### config.mk
export PLATFORM = sky130hd
export DESIGN_NAME = dma_dispatch_csr
export DESIGN_NICKNAME = d
export VERILOG_FILES = /design/src/rtl/dcsr_pkg.sv /design/src/rtl/dcsr_resp_fifo.sv /design/src/rtl/dcsr_reset_seq.sv /design/src/rtl/dcsr_event_track.sv /design/src/rtl/dma_dispatch_csr.sv
export SDC_FILE = /design/constraint.sdc
export NUM_CORES = 1
export LEC_CHECK = 0
export ABC_AREA = 1
export BUFFER_PORTS_ARGS = -buffer_cell sky130_fd_sc_hd__buf_2
export CAP_MARGIN = 20
export CELL_PAD_IN_SITES_DETAIL_PLACEMENT = 2
export CELL_PAD_IN_SITES_GLOBAL_PLACEMENT = 2
export CORE_MARGIN = 10
export CORE_UTILIZATION = 40
export DETAILED_ROUTE_END_ITERATION = 8
export PLACE_DENSITY = 0.73
export SKIP_LAST_GASP = 1
export SYNTH_ARGS = -nofsm -noshare
export SYNTH_HDL_FRONTEND = slang
export SYNTH_SLANG_ARGS = --single-unit
### constraint.sdc
create_clock -name clk -period 5.4 [get_ports clk]
set_clock_uncertainty 0.2 [all_clocks]
set_input_delay 0.54 -clock clk [delete_from_list [all_inputs] [get_ports clk]]
set_output_delay 0.54 -clock clk [all_outputs]
set_load 0.01 [all_outputs]
### src/rtl/dcsr_pkg.sv
package dcsr_pkg;
  localparam int DATA_W = 32;
  localparam int ERR_W  = 8;
  localparam int ADDR_W = 3;
  localparam int CTRL_W = 6;
  localparam int STAT_W = 10;

  localparam logic [ADDR_W-1:0] A_STATUS = 3'd0;
  localparam logic [ADDR_W-1:0] A_CTRL   = 3'd1;
  localparam logic [ADDR_W-1:0] A_LEVEL  = 3'd2;
  localparam logic [ADDR_W-1:0] A_RBYTES = 3'd3;
  localparam logic [ADDR_W-1:0] A_RSTAT  = 3'd4;

  // control bit positions
  localparam int C_STOP      = 0;
  localparam int C_RESET     = 1;
  localparam int C_STOP_ERR  = 2;
  localparam int C_STOP_ERLY = 3;
  localparam int C_GIE       = 4;
  localparam int C_HOLD_DESC = 5;

  // status bit positions
  localparam int S_BUSY      = 0;
  localparam int S_DQ_EMPTY  = 1;
  localparam int S_DQ_FULL   = 2;
  localparam int S_RQ_EMPTY  = 3;
  localparam int S_RQ_FULL   = 4;
  localparam int S_STOPPED   = 5;
  localparam int S_RESETTING = 6;
  localparam int S_STOP_ERR  = 7;
  localparam int S_STOP_ERLY = 8;
  localparam int S_IRQ       = 9;

  typedef struct packed {
    logic              early;
    logic [ERR_W-1:0]  err;
    logic [DATA_W-1:0] bytes;
  } resp_entry_t;
endpackage

### src/rtl/dcsr_resp_fifo.sv
module dcsr_resp_fifo
  import dcsr_pkg::*;
#(
  parameter int DEPTH = 16,
  parameter int LVL_W = $clog2(DEPTH + 1)
) (
  input  logic             clk,
  input  logic             rst,
  input  logic             flush,
  input  logic             push,
  input  resp_entry_t      din,
  input  logic             pop,
  output resp_entry_t      head,
  output logic [LVL_W-1:0] level,
  output logic             empty,
  output logic             full
);
  localparam int PTR_W = (DEPTH > 1) ? $clog2(DEPTH) : 1;
  localparam logic [PTR_W-1:0] LAST = PTR_W'(DEPTH - 1);

  resp_entry_t      mem [DEPTH];
  logic [PTR_W-1:0] wr_ptr, rd_ptr;

  // storage without reset so it maps onto distributed or block RAM
  always_ff @(posedge clk) begin
    if (push) mem[wr_ptr] <= din;
  end

  assign head  = mem[rd_ptr];
  assign empty = (level == '0);
  assign full  = (level == LVL_W'(DEPTH));

  always_ff @(posedge clk) begin
    if (rst || flush) begin
      wr_ptr <= '0;
      rd_ptr <= '0;
      level  <= '0;
    end else begin
      if (push) wr_ptr <= (wr_ptr == LAST) ? '0 : wr_ptr + 1'b1;
      if (pop)  rd_ptr <= (rd_ptr == LAST) ? '0 : rd_ptr + 1'b1;
      case ({push, pop})
        2'b10:   level <= level + 1'b1;
        2'b01:   level <= level - 1'b1;
        default: level <= level;
      endcase
    end
  end
endmodule

### src/rtl/dcsr_reset_seq.sv
module dcsr_reset_seq #(
  parameter int CYCLES = 32,
  parameter int CNT_W  = (CYCLES > 1) ? $clog2(CYCLES) : 1
) (
  input  logic clk,
  input  logic rst,
  input  logic start,
  output logic active
);
  logic [CNT_W-1:0] remain;

  always_ff @(posedge clk) begin
    if (rst) begin
      active <= 1'b0;
      remain <= '0;
    end else if (!active) begin
      if (start) begin
        active <= 1'b1;
        remain <= CNT_W'(CYCLES - 1);
      end
    end else if (remain == '0) begin
      active <= 1'b0;
    end else begin
      remain <= remain - 1'b1;
    end
  end
endmodule

### src/rtl/dcsr_event_track.sv
module dcsr_event_track
  import dcsr_pkg::*;
(
  input  logic             clk,
  input  logic             rst,
  input  logic             clear_all,
  input  logic             accept,
  input  logic [ERR_W-1:0] err,
  input  logic             early,
  input  logic             irq_done,
  input  logic [ERR_W-1:0] err_mask,
  input  logic             halt_on_err,
  input  logic             halt_on_early,
  input  logic [2:0]       w1c,
  output logic             stop_err,
  output logic             stop_early,
  output logic             irq_pend
);
  logic hit_err, hit_early, hit_irq;

  always_comb begin
    hit_err   = accept && halt_on_err && (err != '0);
    hit_early = accept && halt_on_early && early;
    hit_irq   = accept && (irq_done || ((err & err_mask) != '0));
  end

  // a new event in the same cycle as a clear wins
  always_ff @(posedge clk) begin
    if (rst || clear_all) begin
      stop_err   <= 1'b0;
      stop_early <= 1'b0;
      irq_pend   <= 1'b0;
    end else begin
      stop_err   <= (stop_err   && !w1c[0]) || hit_err;
      stop_early <= (stop_early && !w1c[1]) || hit_early;
      irq_pend   <= (irq_pend   && !w1c[2]) || hit_irq;
    end
  end
endmodule

### src/rtl/dma_dispatch_csr.sv
module dma_dispatch_csr
  import dcsr_pkg::*;
#(
  parameter int RESP_DEPTH = 16,
  parameter int RST_CYCLES = 32
) (
  input  logic              clk,
  input  logic              rst,
  input  logic              reg_wr,
  input  logic              reg_rd,
  input  logic [ADDR_W-1:0] reg_addr,
  input  logic [DATA_W-1:0] reg_wdata,
  output logic [DATA_W-1:0] reg_rdata,
  input  logic              cmp_valid,
  output logic              cmp_ready,
  input  logic [DATA_W-1:0] cmp_bytes,
  input  logic [ERR_W-1:0]  cmp_err,
  input  logic              cmp_early,
  input  logic              cmp_irq_done,
  input  logic [ERR_W-1:0]  cmp_err_irq_mask,
  input  logic              mover_busy,
  input  logic              dq_empty,
  input  logic              dq_full,
  output logic              fetch_en,
  output logic              mover_rst,
  output logic              irq
);
  localparam int LVL_W = $clog2(RESP_DEPTH + 1);

  logic [CTRL_W-1:0] ctrl_q;
  logic              resetting, rst_start;
  logic              wr_ctrl, wr_stat, accept, pop;
  logic              stop_err, stop_early, irq_pend, stopped;
  logic [2:0]        w1c;
  logic [LVL_W-1:0]  resp_level;
  logic              resp_empty, resp_full;
  resp_entry_t       resp_head, resp_new;
  logic [STAT_W-1:0] status_w;
  logic [DATA_W-1:0] rd_mux;

  assign wr_ctrl   = reg_wr && (reg_addr == A_CTRL);
  assign wr_stat   = reg_wr && (reg_addr == A_STATUS);
  assign rst_start = wr_ctrl && reg_wdata[C_RESET] && !resetting;
  assign w1c       = wr_stat ? reg_wdata[S_IRQ:S_STOP_ERR] : 3'b000;

  assign cmp_ready = !resp_full && !resetting;
  assign accept    = cmp_valid && cmp_ready;
  assign pop       = reg_rd && (reg_addr == A_RSTAT) && !resp_empty && !resetting;

  assign resp_new.early = cmp_early;
  assign resp_new.err   = cmp_err;
  assign resp_new.bytes = cmp_bytes;

  // control word; starting a reset or running one leaves it zero
  always_ff @(posedge clk) begin
    if (rst || resetting) begin
      ctrl_q <= '0;
    end else if (wr_ctrl) begin
      if (reg_wdata[C_RESET]) ctrl_q <= '0;
      else                    ctrl_q <= reg_wdata[CTRL_W-1:0];
    end
  end

  dcsr_reset_seq #(
    .CYCLES (RST_CYCLES)
  ) u_rst_seq (
    .clk    (clk),
    .rst    (rst),
    .start  (rst_start),
    .active (resetting)
  );

  dcsr_resp_fifo #(
    .DEPTH (RESP_DEPTH),
    .LVL_W (LVL_W)
  ) u_resp_q (
    .clk   (clk),
    .rst   (rst),
    .flush (resetting),
    .push  (accept),
    .din   (resp_new),
    .pop   (pop),
    .head  (resp_head),
    .level (resp_level),
    .empty (resp_empty),
    .full  (resp_full)
  );

  dcsr_event_track u_events (
    .clk           (clk),
    .rst           (rst),
    .clear_all     (resetting),
    .accept        (accept),
    .err           (cmp_err),
    .early         (cmp_early),
    .irq_done      (cmp_irq_done),
    .err_mask      (cmp_err_irq_mask),
    .halt_on_err   (ctrl_q[C_STOP_ERR]),
    .halt_on_early (ctrl_q[C_STOP_ERLY]),
    .w1c           (w1c),
    .stop_err      (stop_err),
    .stop_early    (stop_early),
    .irq_pend      (irq_pend)
  );

  assign stopped   = ctrl_q[C_STOP] || stop_err || stop_early;
  assign fetch_en  = !stopped && !ctrl_q[C_HOLD_DESC] && !resetting;
  assign mover_rst = resetting;
  assign irq       = irq_pend && ctrl_q[C_GIE];

  always_comb begin
    status_w              = '0;
    status_w[S_BUSY]      = mover_busy;
    status_w[S_DQ_EMPTY]  = dq_empty;
    status_w[S_DQ_FULL]   = dq_full;
    status_w[S_RQ_EMPTY]  = resp_empty;
    status_w[S_RQ_FULL]   = resp_full;
    status_w[S_STOPPED]   = stopped;
    status_w[S_RESETTING] = resetting;
    status_w[S_STOP_ERR]  = stop_err;
    status_w[S_STOP_ERLY] = stop_early;
    status_w[S_IRQ]       = irq_pend;
  end

  always_comb begin
    rd_mux = '0;
    case (reg_addr)
      A_STATUS: rd_mux = DATA_W'(status_w);
      A_CTRL:   rd_mux = DATA_W'(ctrl_q);
      A_LEVEL:  rd_mux = DATA_W'(resp_level);
      A_RBYTES: if (!resp_empty) rd_mux = resp_head.bytes;
      A_RSTAT:  if (!resp_empty) rd_mux = DATA_W'({resp_head.early, resp_head.err});
      default:  rd_mux = '0;
    endcase
  end

  always_ff @(posedge clk) begin
    if (rst)         reg_rdata <= '0;
    else if (reg_rd) reg_rdata <= rd_mux;
  end
endmodule

==> results of run 1 <==
==> synth_stat cells (2+ instances only) <==
library cell,count
buf_6,15
a31oi_1,2
buf_2,27
buf_1,8
a21oi_1,69
a22o_1,2
nor2_1,341
xor2_1,7
clkbuf_1,76
nand4_1,5
nand2_1,379
o21ai_0,269
buf_4,18
o221ai_1,34
clkinv_1,4
a211oi_1,5
inv_1,78
nor4_1,2
o211ai_1,32
edfxtp_1,656
nand3_1,168
nor3_1,6
ha_1,11
a221oi_1,3
o22ai_1,56
o21ai_1,31
dfxtp_1,63
==> logic make-up (layout without fill, tap and decap cells) <==
| logic type | count (synthesis) | in the layout | synth area share [%] |
|---|---|---|---|
| and+or+nand+nor | 906 | 906 | 12.7 |
| DFF | 719 | 719 | 72.9 |
| AOI/OAI and AO/OA | 506 | 506 | 9.92 |
| buffers and inverters | 230 | 371 | 3.80 |
| adders and majority gates | 11 | 11 | 0.478 |
| xor gates and xnor gates | 8 | 8 | 0.244 |
| other | 0 | 2 | 0 |
==> tightest hold or removal path: stages <==
cell,delay (ns)
buf_2,0.08
nand3_1,0.08
nand2_1,0.06
a21oi_1,0.05
==> metrics by stage <==
stage               cell area, um^2  hold slack [ns]
floorplan                     28800            0.247
global route                  32800           0.0434
finish                        32800           0.0390
detailed placement            30300            0.259
global placement              30300            0.250
CTS                           32800          0.00691
==> what timing repair did <==
action,4_1_cts,5_1_grt
setup endpoints to repair,0,0
hold buffers,1,0
endpoints found under the hold margin,1,0
==> layout by cell type (no fill, tap or decap), types with 15 or more instances in the layout <==
| cell | instances |
|---|---|
| nor2_1 | 325 |
| o221ai_1 | 34 |
| dfxtp_1 | 59 |
| nand2_1 | 379 |
| edfxtp_1 | 656 |
| nand3_1 | 168 |
| clkbuf_16 | 81 |
| a21oi_1 | 69 |
| o22ai_1 | 56 |
| nor2_4 | 15 |
| clkinv_1 | 18 |
| clkbuf_1 | 19 |
| buf_4 | 25 |
| buf_2 | 105 |
| o211ai_1 | 32 |
| inv_1 | 77 |
| o21ai_1 | 31 |
| o21ai_0 | 269 |
==> report_power, final <==
group | switching (W) | internal, W
sequential | 0.0000358 | 0.00615
clock | 0.00228 | 0.00308
combinational | 0.000363 | 0.000115
total | 0.00268 | 0.00934
==> flip-flops by register name (all words and copies together) (netlist names), named ones only <==
register / count
ctrl_q: 5
u_resp_q.level: 5
u_resp_q.wr_ptr: 4
u_rst_seq.remain: 5
reg_rdata: 32
u_events.stop_early: 1
u_resp_q.rd_ptr: 4
u_events.stop_err: 1
u_rst_seq.active: 1
u_events.irq_pend: 1
u_resp_q.mem: 656
==> final cells by class <==
cell class | instances | area [um^2]
Antenna cell | 2 | 5.00
Clock buffer | 105 | 2170
Clock inverter | 38 | 355
Fill cell | 7072 | 38500
Inverter | 84 | 332
Multi-Input combinational cell | 1431 | 6840
Sequential cell | 719 | 21000
Tap cell | 950 | 1190
Timing Repair Buffer | 144 | 975
==> metal layers <==
metal,wire length [um],vias up
met4,2560,0
met2,51200,486
met1,39700,10436
li1,-,8725
met5,0,-
met3,3660,161
==> how the worst max path moves through the flow <==
stage	from	endpoint	cells after the start	slack (ns)
floorplan	u_resp_q.level[1]	u_resp_q.mem[7][0]	8	0.78
global placement	u_resp_q.level[0]	u_resp_q.mem[0][28]	9	2.02
detailed placement	u_resp_q.level[0]	u_resp_q.mem[7][20]	9	1.91
CTS	u_resp_q.level[0]	u_resp_q.mem[7][25]	9	1.85
global route	register	reg_rdata[9]	12	1.63
finish	register	reg_rdata[9]	12	1.97
==> flow_summary.yaml, run 1 <==
status:
  outcome: "completed"
timing:
  hold_viol_final: 0
  slew_headroom_pct: 9.45
  fmax_mhz: 292
  fin_tns_setup_ns: 0
  rsz0062_at_grt: "false"
  drv_slew: 0
  finalSetupViolCount: 0
  worst_slack_ns: 1.97
  worst_slew_pin_slew_ns: 1.36
  fin_crit_ns: 3.43
  fin_crit_sh_pct: 63.5
placement:
  post-place-cells: 3326
  routabilityCongestion: 0.748
  hpwl_mm: 53.5
  io_buffers: 105
  pre_cts_slack_ns: 1.91
synth:
  synth_top_cell_area_share_pct: 68.5
  avgSynthCellArea_um2: 12.1
  syn-num-nets: 2484
  yosysTopAreaCell: "edfxtp_1"
  synth-seq-cells: 719
  synthTopCellsByArea: "edfxtp_1 68%, nand2_1 4.9%, o21ai_0 4.7%"
  ys_async_sr_fraction_pct: 0
  synthFlopType: "edfxtp_1"
  yosys_warnings: 0
  syn_inst: 2380
  synth_area_um2: 28800
  ys_seq_area_share_pct: 72.9
  synth_edf_count: 656
  post_synth_num_cell_types: 40
worst_setup_path:
  path_max_fanout: 130
  slowest_delay_ns: 0.62
  r2r_end: "reg_rdata[9]"
  cp.required_ns: 5.76
  critical_path_buf_inv_count: 2
  path_class: "reg2reg"
  critPathLaunchType: "register"
  cp_common_cell: "nand2_1"
  cp_data_arrival_time_ns: 3.79
  worstSetupEndpointType: "register"
  reg2regPathDepth: 12
  cp_slowest_cell: "inv_8"
  path_delay_family: "buffers and inverters"
  crit_path_cell_trace: "inv_8 > buf_4 > nor2_1 > nor2_1 > o21ai_0 > o211ai_1 > nand3_1 > nand2_1 > nand2_1 > nand2_1 > nand2_1 > a21oi_2"
  reg2reg_slack_ns: 1.97
routing:
  drcViolationCount: 0
  wl_per_cell_um: 28.0
  first_pass_iters: 6
  avgViaCountPerCell: 5.70
  ant_nets: 0
  num_vias: 19808
  drtIter0Drc: 1545
  totalWireLength_mm: 97.2
clock_network:
  cts_made_buffers: 80
  cts_setup_buffers: 0
  post_cts_resized: 0
  cts_max_level: 3
  cts_tree: "built"
  clkTransAtPathRegs_ns: 0.06
  cts_root_buf: "clkbuf_16"
  insertion_delay_ns: 0.63
  cts_sinks: 719
  cts_buffer_depth: 3
run:
  cap_violations: 0
floorplan:
  die_area_um2: 83000
  num_rows: 98
  die_w_um: 288
  ios: 129
  initial_utilization_pct: 40.3
  die_h_um: 288
  core_area_um2: 71400
global_routing:
  grt_start_max_net_pins: 231
  use_met3_pct: 2.92
  met1_usage_pct: 28.4
  gr-total-overflow: 0
  grtUsageTotal_pct: 23.1
  top_usage_layer: "met2"
  grt_pass1_wl_mm: 144
  grt_pass1_vias: 21836
  antenna_found_initial: 4
  use_met2_pct: 42.0
final_layout:
  drive_above_1_share_pct: 11.1
  postLayoutCoreUtil_pct: 46.0
  finalNonFillerCells: 3473
  final_nets: 2564
  area_growth_pct: 14.1
hold_path:
  min_from: "reg_wdata[8]"
  hp-class: "in2reg"
  holdPathStages: 4
  hold_end: "u_events.stop_early"
pwr:
  power_leakage_nw: 11.3
  peakVddDrop_uv: 283
  p_total_w: 0.0120
  cellPowerDensity_nw_per_um2: 366
Power figures use the tool's default switching activity.
==> run 2: changes to the inputs <==
==> constraint.sdc (replaced) <==
create_clock -name clk -period 3.3 [get_ports clk]
set_clock_uncertainty 0.2 [all_clocks]
set_input_delay 0.33 -clock clk [delete_from_list [all_inputs] [get_ports clk]]
set_output_delay 0.33 -clock clk [all_outputs]
set_load 0.01 [all_outputs]
==> run 2 against run 1 <==
Fmax up 17%. Cell area up 3.1%. First-iteration DRC count up 0.71%. Setup slack worse by 1.6 ns. Non-clock buffer count up 88. Clock power up 67%. Clock-buffer cell count up 8. Total power up 66%. Combinational power up 83%. Cell count up 2.7%. Largest cell class unchanged. Largest power group unchanged. Highest routed layer is now met5.
==> flow_summary.yaml, run 2 (synthesized netlist as in run 1, its figures left out) <==
final_layout:
  biggestRegsByFlops: "u_resp_q.mem x656, reg_rdata x32"
  seq_area_um2: 21000
  largest_reg_flops: 656
  drive_above_1_share_pct: 12.3
  final_common_cell: "edfxtp_1"
  num-fill-cells: 6945
  most-common-layout-cells: "656 x edfxtp_1, 379 x nand2_1, 325 x nor2_1"
  area_growth_pct: 17.6
  postLayoutCoreUtil_pct: 47.4
  multi_input_comb_area_um2: 6840
  largest_register: "u_resp_q.mem"
  final_nets: 2652
pwr:
  power_leakage_nw: 11.8
  peakVddDrop_uv: 389
  cellPowerDensity_nw_per_um2: 589
timing:
  fmax_mhz: 341
  slew_headroom_pct: 41.6
  rsz0062_at_grt: "false"
  hold_viol_final: 0
  fin_tns_setup_ns: 0
  finalSetupViolCount: 0
  worst_slack_ns: 0.371
  fin_crit_ns: 2.93
  worst_slew_pin_slew_ns: 0.869
  holdWs_ns: 0.0560
  drv_slew: 0
  fin_crit_sh_pct: 88.8
worst_setup_path:
  critPathLaunchType: "register"
  cp_slowest_cell: "buf_4"
  reg2regPathDepth: 9
  reg2reg_from: "u_resp_q.level[0]"
  path_max_fanout: 23
  path_class: "reg2reg"
  cp_data_arrival_time_ns: 2.99
  cp.required_ns: 3.36
  crit_path_cell_trace: "nor2_1 > nand4_1 > nand2_1 > inv_1 > nand2_2 > inv_1 > nand2_1 > nor3_4 > buf_4"
  worstSetupEndpointType: "register"
  reg2reg_slack_ns: 0.37
  slowest_delay_ns: 0.49
  r2r_end: "u_resp_q.mem[7][36]"
routing:
  drtIter0Drc: 1556
  ant_nets: 0
  num_vias: 20108
  avgViaCountPerCell: 5.64
  drcViolationCount: 0
  wl_per_cell_um: 27.5
  first_pass_iters: 7
  totalWireLength_mm: 98.2
global_routing:
  grt_pass1_vias: 22482
  grt_start_max_net_pins: 142
  grtUsageTotal_pct: 23.4
  gr-total-overflow: 0
  antenna_found_initial: 2
  grt_pass1_wl_mm: 146
run:
  cap_violations: 0
hold_path:
  holdPathStages: 6
  hp-class: "in2reg"
  min_from: "reg_addr[2]"
  hold_end: "reg_rdata[4]"
clock_network:
  cts_buffer_depth: 3
  cts_tree: "built"
  cts_root_buf: "clkbuf_16"
  clkTransAtPathRegs_ns: 0.06
  post_cts_resized: 0
  cts_sinks: 719
  insertion_delay_ns: 0.64
  cts_made_buffers: 80
  cts_max_level: 3
floorplan:
  die_area_um2: 83000
  die_w_um: 288
  ios: 129
  core_area_um2: 71400
  die_h_um: 288
  initial_utilization_pct: 40.3
  num_rows: 98
placement:
  routabilityCongestion: 0.773
  pre_cts_slack_ns: 0.409
  io_buffers: 105
  hpwl_mm: 54.3
status:
  outcome: "completed"
run 2: layout make-up:
| class | instances | share of cell area (%) |
|---|---|---|
| Clock inverter | 37 | 1.04 |
| Sequential cell | 719 | 62.0 |
| Inverter | 84 | 0.969 |
| Multi-Input combinational cell | 1431 | 20.2 |
| Timing Repair Buffer | 232 | 5.59 |
| Tap cell | 950 | 3.51 |
| Clock buffer | 113 | 6.68 |
| Antenna cell | 1 | 0.00739 |
run 2: worst max-delay path by stage:
stage	to	cells past startpoint	startpoint	slack, ns
after floorplan	u_resp_q.mem[11][0]	8	u_resp_q.level[1]	-0.21
after global placement	u_resp_q.mem[7][2]	9	u_resp_q.level[0]	0.54
after detailed placement	u_resp_q.mem[7][33]	9	u_resp_q.level[0]	0.41
after CTS	u_resp_q.mem[7][36]	9	u_resp_q.level[0]	0.39
after global routing	u_resp_q.mem[7][34]	9	u_resp_q.level[0]	0.17
final	u_resp_q.mem[7][36]	9	u_resp_q.level[0]	0.37
run 2: repair_timing:
item / in CTS / in global routing
hold buffers: 60 / 0
hold endpoints to repair: 679 / 0
setup buffers: 0 / 0
run 2: critical path, delay by kind of cell (launching register included):
kind	cells	cell delay, ns
flip-flops	1	0.44
AND/OR/NAND/NOR	6	1.06
buffers and inverters	3	0.84
run 2: stage by stage:
stage | power [W] | instances | instance area (um^2)
2_1_floorplan | 0.0107 | 2380 | 28800
3_3_place_gp | 0.0110 | 3356 | 30600
3_5_place_dp | 0.0111 | 3356 | 30600
4_1_cts | 0.0201 | 3566 | 33800
5_1_grt | 0.0206 | 3566 | 33800
6_report | 0.0199 | 3567 | 33800
run 2: routing by layer:
metal  GRT usage [%]  part of all wire, %  vias up  wire length [um]
met5               0                0.024        -                24
met2            42.8                   53      483             51900
met4            8.61                  3.4        4              3320
li1                -                    -     8893                 -
met1            27.6                   40    10544             39100
met3            3.51                  4.0      184              3890
run 2: power breakdown:
part,switching [W],internal [W],total (W)
Combinational,0.000626,0.000247,0.000873
Clock,0.00376,0.00520,0.00896
Sequential,0.0000523,0.0101,0.0101
Total,0.00444,0.0155,0.0199
==> run 3: changes to the inputs <==
--- a/config.mk
+++ b/config.mk
@@ -5,7 +5,6 @@
 export SDC_FILE = /design/constraint.sdc
 export NUM_CORES = 1
 export LEC_CHECK = 0
-export ABC_AREA = 1
 export BUFFER_PORTS_ARGS = -buffer_cell sky130_fd_sc_hd__buf_2
 export CAP_MARGIN = 20
 export CELL_PAD_IN_SITES_DETAIL_PLACEMENT = 2
@@ -13,8 +12,9 @@
 export CORE_MARGIN = 10
 export CORE_UTILIZATION = 40
 export DETAILED_ROUTE_END_ITERATION = 8
-export PLACE_DENSITY = 0.73
+export PLACE_DENSITY = 0.66
 export SKIP_LAST_GASP = 1
 export SYNTH_ARGS = -nofsm -noshare
 export SYNTH_HDL_FRONTEND = slang
+export SYNTH_HIERARCHICAL = 1
 export SYNTH_SLANG_ARGS = --single-unit
==> run 3 against run 2 <==
Utilization increased by 0.51 points. Clock power decreased by 2.6%. Routed wire length decreased by 17%. Critical path depth unchanged. Sequential share of layout area increased by 1.7 points. Die area decreased by 3.3%. Critical endpoint is now u_resp_q/mem[10][23]. Largest cell class unchanged.
==> flow_summary.yaml, run 3 <==
status:
  outcome: "completed"
synth:
  syn_inst: 1390
  ys_async_sr_fraction_pct: 0
  ys_seq_area_share_pct: 75.5
  synth_edf_count: 656
  avgSynthCellArea_um2: 20.0
  post_synth_num_cell_types: 60
  synth_area_um2: 27800
  synthFlopType: "edfxtp_1"
  yosysMostFrequentCell: "edfxtp_1"
  synth-seq-cells: 719
  synthTopCellsByCount: "656 x edfxtp_1, 164 x mux4_2, 86 x a22oi_1, 63 x dfxtp_1, 61 x nand2_1"
  syn-num-nets: 1493
  synth_top_cell_area_share_pct: 71.0
  yosysTopAreaCell: "edfxtp_1"
  yosys_warnings: 6
  synthTopCellsByArea: "edfxtp_1 71%, mux4_2 13%, dfxtp_1 4.5%"
pwr:
  p_total_w: 0.0195
  intPower_w: 0.0154
  p_clk_share_pct: 44.7
  p_seq_share_pct: 51.6
  combPwrFrac_pct: 3.8
  power_switching_w: 0.00412
  power_leakage_nw: 10.6
  switching_share_pct: 21.1
  peakVddDrop_uv: 364
  cellPowerDensity_nw_per_um2: 593
placement:
  place_area_um2: 29800
  routabilityCongestion: 0.740
  hpwl_mm: 46.8
  post-place-cells: 2416
  io_buffers: 105
worst_setup_path:
  cp_slowest_cell: "nor3b_1"
  cp_data_arrival_time_ns: 3.20
  cp.required_ns: 3.39
  worstSetupEndpointType: "register"
  path_max_fanout: 30
  slowest_delay_ns: 0.54
  path_class: "reg2reg"
  critPathLaunchType: "register"
  crit_path_cell_trace: "or4_1 > nor2_2 > nor2_1 > and2_1 > inv_1 > buf_4 > nor3b_1 > and2_2 > buf_12"
  critical_path_buf_inv_count: 3
  path_delay_family: "simple AND/OR/NAND/NOR gates"
final_layout:
  most-common-layout-cells: "656 x edfxtp_1, 164 x mux4_2, 105 x buf_2"
  final_area_um2: 32900
  biggestRegsByFlops: "u_resp_q/mem x656, reg_rdata x32"
  final_common_cell: "edfxtp_1"
  final_nets: 1725
  drive_above_1_share_pct: 28.6
  largest_register: "u_resp_q/mem"
  largest_reg_flops: 656
  num-fill-cells: 6216
  area_growth_pct: 18.6
  finalNonFillerCells: 2614
clock_network:
  cts_tree: "built"
  cts_max_level: 3
  insertion_delay_ns: 0.62
  cts_root_buf: "clkbuf_16"
  cts_buffer_depth: 3
  cts_sinks: 719
  clkTransAtPathRegs_ns: 0.06
  cts_setup_buffers: 0
  cts_made_buffers: 77
routing:
  ant_nets: 0
  first_pass_iters: 5
  drcViolationCount: 0
  wl_per_cell_um: 31.2
  drtIter0Drc: 1346
  num_vias: 14898
  avgViaCountPerCell: 5.70
  totalWireLength_mm: 81.6
timing:
  worst_slew_pin_slew_ns: 0.730
  drv_slew: 0
  holdWs_ns: 0.0306
  slew_headroom_pct: 51.2
  fin_crit_sh_pct: 94.5
  fin_tns_setup_ns: 0
  hold_viol_final: 0
  fmax_mhz: 321
  rsz0062_at_grt: "false"
  finalSetupViolCount: 0
  fin_crit_ns: 3.12
floorplan:
  initial_utilization_pct: 40.4
  core_area_um2: 68700
  die_area_um2: 80300
  num_rows: 96
  die_h_um: 283
  die_w_um: 283
  ios: 129
global_routing:
  antenna_found_initial: 3
  grt_pass1_wl_mm: 121
  grt_pass1_vias: 16778
  gr-total-overflow: 0
  grt_start_max_net_pins: 47
  grtUsageTotal_pct: 20.3
run:
  cap_violations: 0
hold_path:
  hp-class: "in2reg"
[run 3: cell count changes in the layout (fill, tap and decap cells not counted), sizes merged, moves of 23 or more]
cell    change
a21oi      -29
inv        -68
and2       +23
o22ai      -56
nand2     -319
mux4      +164
nor2      -314
nand3     -139
o21ai     -286
nand2b     +23
o211ai     -32
a22oi      +86
o221ai     -34
[run 3: repair_timing]
item                                   4_1_cts  5_1_grt
endpoints found under the hold margin      666        0
gates resized for setup                      0        2
hold buffers                                58        0
setup endpoints to repair                    0        2
[run 3: through the flow]
stage                     setup WS (ns)  util [%]
after global placement            0.172      43.4
after global routing             0.0366      47.9
after detailed placement          0.157      43.4
after CTS                         0.126      47.9
after floorplan                   0.170         -
final                             0.183      47.9
[run 3: final cells by class]
class	instances	area (um^2)	area share, %
flip-flops and latches	719	21000	63.7
multi-input cells	582	6410	19.5
inverters	11	41.3	0.125
diodes	1	2.50	0.00760
well taps	931	1160	3.54
clock inverters	39	408	1.24
repair buffers	231	1840	5.59
clock buffers	100	2100	6.36
[run 3: worst min-delay path, delay by kind of cell]
family          cells  cell delay, ns
buf+inv             2            0.17
simple gates        2            0.24
compound gates      1            0.05
[run 3: layer usage]
metal	GRT usage (%)	wire length [um]	share of wire (%)
met5	0	27	0.033
met3	3.70	4240	5.2
met4	5.79	1720	2.1
met1	26.4	34100	42
met2	34.5	41600	51
[run 3: final timing paths]
kind                                   startpoint                    to  slack (ns)  depth (start not counted)
worst max register to register  u_resp_q/level[0]  u_resp_q/mem[10][23]        0.18                          9
worst min-delay path                 reg_wdata[8]   u_events/stop_early        0.03                          5
worst max-delay path            u_resp_q/level[0]  u_resp_q/mem[10][23]        0.18                          9
worst min register to register      reg_rdata[25]         reg_rdata[25]        0.27                          2
[run 3: power groups by stage]
stage | clock, W | combinational (W) | sequential (W)
floorplan | 0 | 0.000332 | 0.0103
global route | 0.00927 | 0.000811 | 0.0101
global placement | 0 | 0.000651 | 0.0103
detailed placement | 0 | 0.000688 | 0.0103
finish | 0.00873 | 0.000739 | 0.0101
CTS | 0.00891 | 0.000751 | 0.0101
[run 3: kinds of logic after synthesis]
family,synth area share (%)
buffers and inverters,1.57
AOI/OAI and AO/OA,4.44
adders and majority gates,0.451
xor gates and xnor gates,0.158
muxes,13.6
DFF,75.5
and+or+nand+nor,4.22
